`src/rtl/io_region_decoder_pkg.sv`:
```
package io_region_decoder_pkg;
  localparam int unsigned WORD_W = 32;
  localparam logic [WORD_W-1:0] EMPTY_WORD = '1;
endpackage

```
`src/rtl/iodec_slot_decode.sv`:
```
module iodec_slot_decode #(
  parameter int unsigned XBITS  = 2,
  parameter int unsigned XSHIFT = 20,
  parameter int unsigned IBITS  = 3,
  parameter int unsigned ISHIFT = 12,
  parameter int unsigned NX     = 2,
  parameter int unsigned NI     = 5
) (
  input  logic          req_valid,
  input  logic [31:0]   addr,
  output logic [NX-1:0] x_valid,
  output logic [NI-1:0] i_valid
);
  localparam int unsigned XW = 2 ** XBITS;
  localparam int unsigned IW = 2 ** IBITS;

  logic [XBITS-1:0] xfield;
  logic [IBITS-1:0] ifield;
  logic [XW-1:0]    xvec;
  logic [IW-1:0]    ivec;

  assign xfield = addr[XSHIFT+XBITS-1:XSHIFT];
  assign ifield = addr[ISHIFT+IBITS-1:ISHIFT];

  // tier one: request bit steered by the upper field
  assign xvec = {{(XW-1){1'b0}}, req_valid} << xfield;
  // tier two: only the all-ones upper slot feeds the lower decode
  assign ivec = {{(IW-1){1'b0}}, xvec[XW-1]} << ifield;

  assign x_valid = xvec[NX-1:0];
  assign i_valid = ivec[NI-1:0];
endmodule

```
`src/rtl/iodec_rdata_mux.sv`:
```
module iodec_rdata_mux
  import io_region_decoder_pkg::*;
#(
  parameter int unsigned XBITS  = 2,
  parameter int unsigned XSHIFT = 20,
  parameter int unsigned IBITS  = 3,
  parameter int unsigned ISHIFT = 12,
  parameter int unsigned NX     = 2,
  parameter int unsigned NI     = 5
) (
  input  logic [31:0]        addr,
  input  logic [WORD_W*NX-1:0] x_rdata,
  input  logic [WORD_W*NI-1:0] i_rdata,
  output logic [WORD_W-1:0]  rdata
);
  localparam logic [XBITS-1:0] XTOP = '1;

  logic [XBITS-1:0] xfield;
  logic [IBITS-1:0] ifield;
  logic [WORD_W-1:0] inner;

  assign xfield = addr[XSHIFT+XBITS-1:XSHIFT];
  assign ifield = addr[ISHIFT+IBITS-1:ISHIFT];

  always_comb begin
    inner = EMPTY_WORD;
    for (int j = 0; j < int'(NI); j++) begin
      if (int'(ifield) == j) inner = i_rdata[j*WORD_W +: WORD_W];
    end
  end

  always_comb begin
    rdata = EMPTY_WORD;
    if (xfield == XTOP) begin
      rdata = inner;
    end else begin
      for (int k = 0; k < int'(NX); k++) begin
        if (int'(xfield) == k) rdata = x_rdata[k*WORD_W +: WORD_W];
      end
    end
  end
endmodule

```
`src/rtl/iodec_irq_pack.sv`:
```
module iodec_irq_pack #(
  parameter int unsigned NSYS  = 3,
  parameter int unsigned NDIRQ = 6,
  parameter logic [NSYS-1:0]  SYS_EDGE = '0,
  parameter logic [NDIRQ-1:0] DEV_EDGE = 6'b100101
) (
  input  logic [NSYS-1:0]  sys_irq_in,
  input  logic [NDIRQ-1:0] dev_irq,
  output logic [31:0]      irq_vec,
  output logic [31:0]      irq_edge_mask,
  output logic [31:0]      irq_unused_mask
);
  localparam int unsigned NUSED = NSYS + NDIRQ;

  always_comb begin
    irq_vec = '0;
    irq_vec[NSYS-1:0] = sys_irq_in;
    irq_vec[NSYS +: NDIRQ] = dev_irq;
  end

  always_comb begin
    irq_edge_mask = '0;
    irq_edge_mask[NSYS-1:0] = SYS_EDGE;
    irq_edge_mask[NSYS +: NDIRQ] = DEV_EDGE;
  end

  always_comb begin
    irq_unused_mask = '1;
    for (int b = 0; b < int'(NUSED); b++) irq_unused_mask[b] = 1'b0;
  end
endmodule

```
`src/rtl/io_region_decoder.sv`:
```
module io_region_decoder #(
  parameter int unsigned XBITS  = 2,
  parameter int unsigned XSHIFT = 20,
  parameter int unsigned IBITS  = 3,
  parameter int unsigned ISHIFT = 12,
  parameter int unsigned NX     = 2,
  parameter int unsigned NI     = 5,
  parameter int unsigned NSYS   = 3,
  parameter int unsigned NDIRQ  = 6,
  parameter logic [NSYS-1:0]  SYS_EDGE = '0,
  parameter logic [NDIRQ-1:0] DEV_EDGE = 6'b100101
) (
  input  logic              req_valid,
  input  logic [31:0]       addr,
  output logic [NX-1:0]     x_valid,
  output logic [NI-1:0]     i_valid,
  input  logic [32*NX-1:0]  x_rdata,
  input  logic [32*NI-1:0]  i_rdata,
  output logic [31:0]       rdata,
  input  logic [NX-1:0]     x_wait_n,
  input  logic [NI-1:0]     i_wait_n,
  output logic              cpu_wait_n,
  input  logic [NSYS-1:0]   sys_irq_in,
  input  logic [NDIRQ-1:0]  dev_irq,
  output logic [31:0]       irq_vec,
  output logic [31:0]       irq_edge_mask,
  output logic [31:0]       irq_unused_mask
);
  // fit checks: top upper slot is reserved for the second tier
  if (NX > 2 ** XBITS - 1) begin : g_bad_nx
    $fatal(1, "too many extended devices for the upper field");
  end
  if (NI > 2 ** IBITS) begin : g_bad_ni
    $fatal(1, "too many ordinary devices for the lower field");
  end
  if (NSYS + NDIRQ > 32) begin : g_bad_irq
    $fatal(1, "interrupt sources exceed the 32-bit vector");
  end

  iodec_slot_decode #(
    .XBITS(XBITS), .XSHIFT(XSHIFT), .IBITS(IBITS), .ISHIFT(ISHIFT),
    .NX(NX), .NI(NI)
  ) u_decode (
    .req_valid(req_valid), .addr(addr),
    .x_valid(x_valid), .i_valid(i_valid)
  );

  iodec_rdata_mux #(
    .XBITS(XBITS), .XSHIFT(XSHIFT), .IBITS(IBITS), .ISHIFT(ISHIFT),
    .NX(NX), .NI(NI)
  ) u_mux (
    .addr(addr), .x_rdata(x_rdata), .i_rdata(i_rdata), .rdata(rdata)
  );

  iodec_irq_pack #(
    .NSYS(NSYS), .NDIRQ(NDIRQ), .SYS_EDGE(SYS_EDGE), .DEV_EDGE(DEV_EDGE)
  ) u_irq (
    .sys_irq_in(sys_irq_in), .dev_irq(dev_irq), .irq_vec(irq_vec),
    .irq_edge_mask(irq_edge_mask), .irq_unused_mask(irq_unused_mask)
  );

  assign cpu_wait_n = (&x_wait_n) & (&i_wait_n);
endmodule

```
`config.mk`:
```
export PLATFORM = sky130hd
export DESIGN_NAME = io_region_decoder
export DESIGN_NICKNAME = d
export VERILOG_FILES = /design/src/rtl/io_region_decoder_pkg.sv /design/src/rtl/iodec_slot_decode.sv /design/src/rtl/iodec_rdata_mux.sv /design/src/rtl/iodec_irq_pack.sv /design/src/rtl/io_region_decoder.sv
export SDC_FILE = /design/constraint.sdc
export NUM_CORES = 1
export LEC_CHECK = 0
export BUFFER_PORTS_ARGS = -buffer_cell sky130_fd_sc_hd__clkbuf_2
export CORE_AREA = 2 2 159 161
export DETAILED_ROUTE_END_ITERATION = 10
export DIE_AREA = 0 0 161 163
export PLACE_DENSITY_LB_ADDON = 0.1
export SYNTH_ARGS = -nofsm -noshare
export SYNTH_HDL_FRONTEND = slang
export SYNTH_SLANG_ARGS = --single-unit
```
`constraint.sdc`:
```
create_clock -name vclk -period 1.8
set_clock_uncertainty 0.2 [all_clocks]
set_input_delay 0 -clock vclk [all_inputs]
set_output_delay 0 -clock vclk [all_outputs]
set_load 0.05 [all_outputs]
```
Word-level counts from Yosys, hierarchy flattened:

Cells that the tools add are included.
Widths: inputs -> output; s select.

* muxes and demuxes: 8
* bitwise operators: 1
* reductions and logical operators: 4
* eq/ne operators: 6
* shift operators: 2

Operators with widths (count)
* $mux 32: 8
* $eq 3x3->1 const B: 3
* $reduce_and 5->1: 1
* $shl 1x3->5: 1
* $eq 2x2->1 const B: 2
* $shl 1x2->4: 1
* $eq 3x2->1 const B: 1
* $logic_not 3->1: 1
* $logic_not 2->1: 1
* $reduce_and 2->1: 1
* $and 1x1->1: 1

* bits of input ports: 273
* register bits: 0
* output and inout bits: 136
* word-level logic and storage cells: 21

Logic depth before layout (Yosys ltp):

* depth after elaboration: 7
* mapped depth: 6
* depth with buffers taken out: 3

By module:

A second synthesis with hierarchy kept.

* cells, all modules: 371
* area, all modules: 3009.1 um2

Modules (own cells, without submodules)
* iodec_rdata_mux: times used 1, seq. area each 0.0 um2, cells each 260, area each 2184.6 um2
* iodec_irq_pack: times used 1, seq. area each 0.0 um2, cells each 98, area each 728.2 um2
* iodec_slot_decode: times used 1, seq. area each 0.0 um2, cells each 10, area each 81.3 um2
* io_region_decoder: times used 1, seq. area each 0.0 um2, cells each 3, area each 15.0 um2

Worst setup path before layout:

No wires, ideal clock.

* path type: input to output
* start point: in addr[14]
* end point: out i_valid[0]
* stages: 4
* data required time: 1600 ps
* arrival: 1801 ps
* slack: -201 ps
* buffers on the path: 2
* cells stage by stage: buf_2 clkbuf_1 and4b_1 nor3b_1

* cells in the longest elaborated chain, start to end: 1

Ends and longest elaborated chain
* start, declared: RTL line io_region_decoder.sv:14 `input logic [31:0] addr,`
* $shl 1x3->5: RTL line iodec_slot_decode.sv:28 `assign ivec = {{(IW-1){1'b0}}, xvec[XW-1]} << ifield;`
* end, declared: RTL line io_region_decoder.sv:16 `output logic [NI-1:0] i_valid,`

Every way passes these cells.

Worst setup path in the final report:

* start point: in addr[12]
* end point: out rdata[24]

* cells in the longest elaborated chain, start to end: 7
* elaborated cells on any way between the ends: 11
* classes of those cells: 4 x eq/ne; 6 x mux; 1 x reduce/logical

Ends and longest elaborated chain
* $logic_not 3->1: RTL line iodec_rdata_mux.sv:28 `if (int'(ifield) == j) inner = i_rdata[j*WORD_W +: WORD_W];`
* $mux 32 (4 in series): RTL line iodec_rdata_mux.sv:28
* $mux 32 (*): RTL line iodec_rdata_mux.sv:28
* $mux 32 (*): RTL line iodec_rdata_mux.sv:34 `if (xfield == XTOP) begin`
* end, declared: RTL line io_region_decoder.sv:19 `output logic [31:0] rdata,`

Every way passes the cells marked *; elsewhere a longest branch is shown, timed or not.

==> metrics <==
Pre-Repair DR Iteration Count=4; vias in the first global route=about 3800; Finished Cell Area=around 4600 sq um; critical path arrival=1520 ps; I/O Pins=about 400; # setup viols final=0; worst-path maximum fanout=31; Leak=0.00233 uW; IR drop worst, VDD=roughly 0.00011 V; Worst Hold End=cpu_wait_n; Synth warnings=0; Max-Cap Viols=0; Pwr Total=1680 uW; most common cell in the netlist=buf_4; DRC Markers=0; Final Wtd Congestion=0.830; Synth Area per Inst=~7.4 sq um; Core Box Area=24700 sq um; register area share after synthesis=0%; HP Class=in -> out; Startpoint Class=primary input; Routed Antenna Nets=0; slew of the pin with the lowest slew margin=512 ps; Die Height=~160 microns; Fin. Hold Viols=0; Seq cells=0; largest area contributor in the netlist=buf_4; first-pass GRT wire length=~22 mm; IO Port Bufs=approximately 280; Starting Density=between 10% and 20%; routed vias/inst=3.88; Post-DP HPWL=between 10 and 15 mm; WL/cell=roughly 17 microns; final period utilization=95.5%; kind of end point of the critical path=output port; Mapped Cells=roughly 380; status=finished, final reports clean; min cycle time layout=between 1500 and 2000 ps; Layout area overhead=63.2%; Antenna Cells=0; initial antenna violation count=0; max_slew headroom=between 60% and 70%; Die ar.=~26000 sq um; PwrDens=between 300 and 400 nW/um^2; distinct cell type count after synthesis=28; worst path required time=approximately 1600 ps; worst setup margin=about 82 ps; Total GRT Usage=11.0%; largest net degree at the start of global routing=34; Slew Viols, Final=0; # rows=58; HP Start=x_wait_n[1]; commonest cells in the netlist=97 x buf_4, 36 x nor2_1, 32 x a221o_1, 32 x o2bb2ai_1; nets@finish=between 900 and 1000; Initial DRC Count=136; RSZ-0062 raised after global routing=false; CLK BUF=0; critical path class=in -> out; Fillers=roughly 2900; synth top area cells=buf_4 26%, a221o_1 11%, o32a_1 11%, o2bb2ai_1 10%, mux2_2 8.8%; share of cells above drive strength 1=51.6%; final WL=around 16 mm; Hold Crit Depth=4; vias=between 3000 and 4000; Syn Std Cell Area=around 2800 sq um; Storage cell area=0 sq um; Setup Slack @ Placement=-36.4 ps; Synth top area share=25.9%; die width=between 150 and 200 microns; top achievable clock speed=a little under 600 MHz; Placed Area=between 4000 and 5000 sq um; Overflow after GRT=0
==> cells by family (layout without fill, tap and decap cells) <==
family | after synthesis | in the layout | synth area share, %
AOI/OAI and AO/OA | 126 | 126 | 40.6
buffers and inverters | 168 | 340 | 36.7
muxes | 32 | 32 | 13.2
other | 2 | 87 | 0.267
and+or+nand+nor | 54 | 54 | 9.24
==> cell type report <==
cell class         instances  area [sq um]  area share, %
well taps                330           413           8.98
multi-input cells        299          2140           46.5
inverters                 31           116           2.53
repair buffers           309          1930           42.0
==> power by group <==
part / leakage, uW / internal [uW] / switching, uW / total, uW
combinational: 0.00233 / 558 / 1130 / 1680
sequential: 0 / 0 / 0 / 0
clock: 0 / 0 / 0 / 0
total: 0.00233 / 558 / 1130 / 1680
==> worst max-delay path by stage <==
| stage | endpoint | slack [ps] | startpoint | depth (start not counted) |
|---|---|---|---|---|
| after floorplan | x_valid[0] | 70 | addr[21] | 3 |
| after global placement | rdata[29] | -10 | addr[12] | 7 |
| after detailed placement | rdata[23] | -40 | addr[12] | 7 |
| after CTS | rdata[23] | 10 | addr[12] | 7 |
| after global routing | rdata[7] | 4 | addr[12] | 8 |
| final | rdata[24] | 80 | addr[12] | 7 |
==> critical path: stages <==
cell and delay (ps):
clkbuf_2 210, buf_4 170, nor3b_4 210, buf_12 240, a211oi_1 140, a221o_1 380
buf_12 160
==> placed cells by master (no fill, tap or decap), types with 2 or more instances in the layout <==
| master | instances |
|---|---|
| clkbuf_2 | 243 |
| nor2b_4 | 2 |
| a211oi_1 | 31 |
| dlygate4sd3_1 | 9 |
| buf_4 | 15 |
| inv_1 | 31 |
| nor3b_4 | 2 |
| clkbuf_4 | 26 |
| a221o_1 | 32 |
| conb_1 | 87 |
| buf_12 | 14 |
| nand2_1 | 2 |
| nand2_2 | 2 |
| mux2_2 | 22 |
| o32a_1 | 31 |
| mux2_1 | 9 |
| o2bb2ai_1 | 32 |
| nor2_1 | 36 |
==> stage by stage <==
stage / TNS, ps / cells / hold WS [ps] / utilization, %
floorplan: 0 / 467 / -32.9 / -
global placement: -44.7 / 958 / -200 / 17.8
detailed placement: -350 / 958 / -200 / 17.8
CTS: 0 / 967 / 194 / 18.5
global route: 0 / 969 / 218 / 18.6
finish: 0 / 969 / 188 / 18.6
==> metal layers <==
metal,up-vias,global-route usage [%],share of wire (%)
met5,-,0,0
met4,0,0.365,0.70
met3,6,1.40,8.4
met2,244,21.3,51
met1,1726,13.7,40
li1,1783,-,-
==> timing repair <==
| action | CTS | global route |
|---|---|---|
| cloned | 0 | 1 |
| endpoints found under the setup margin | 28 | 32 |
| pin swaps | 0 | 1 |
| setup buffers | 0 | 1 |
| hold buffers | 9 | 0 |
| gates resized for setup | 28 | 3 |
| endpoints found under the hold margin | 9 | 0 |
Note: power is estimated with default switching activity, not from simulation.
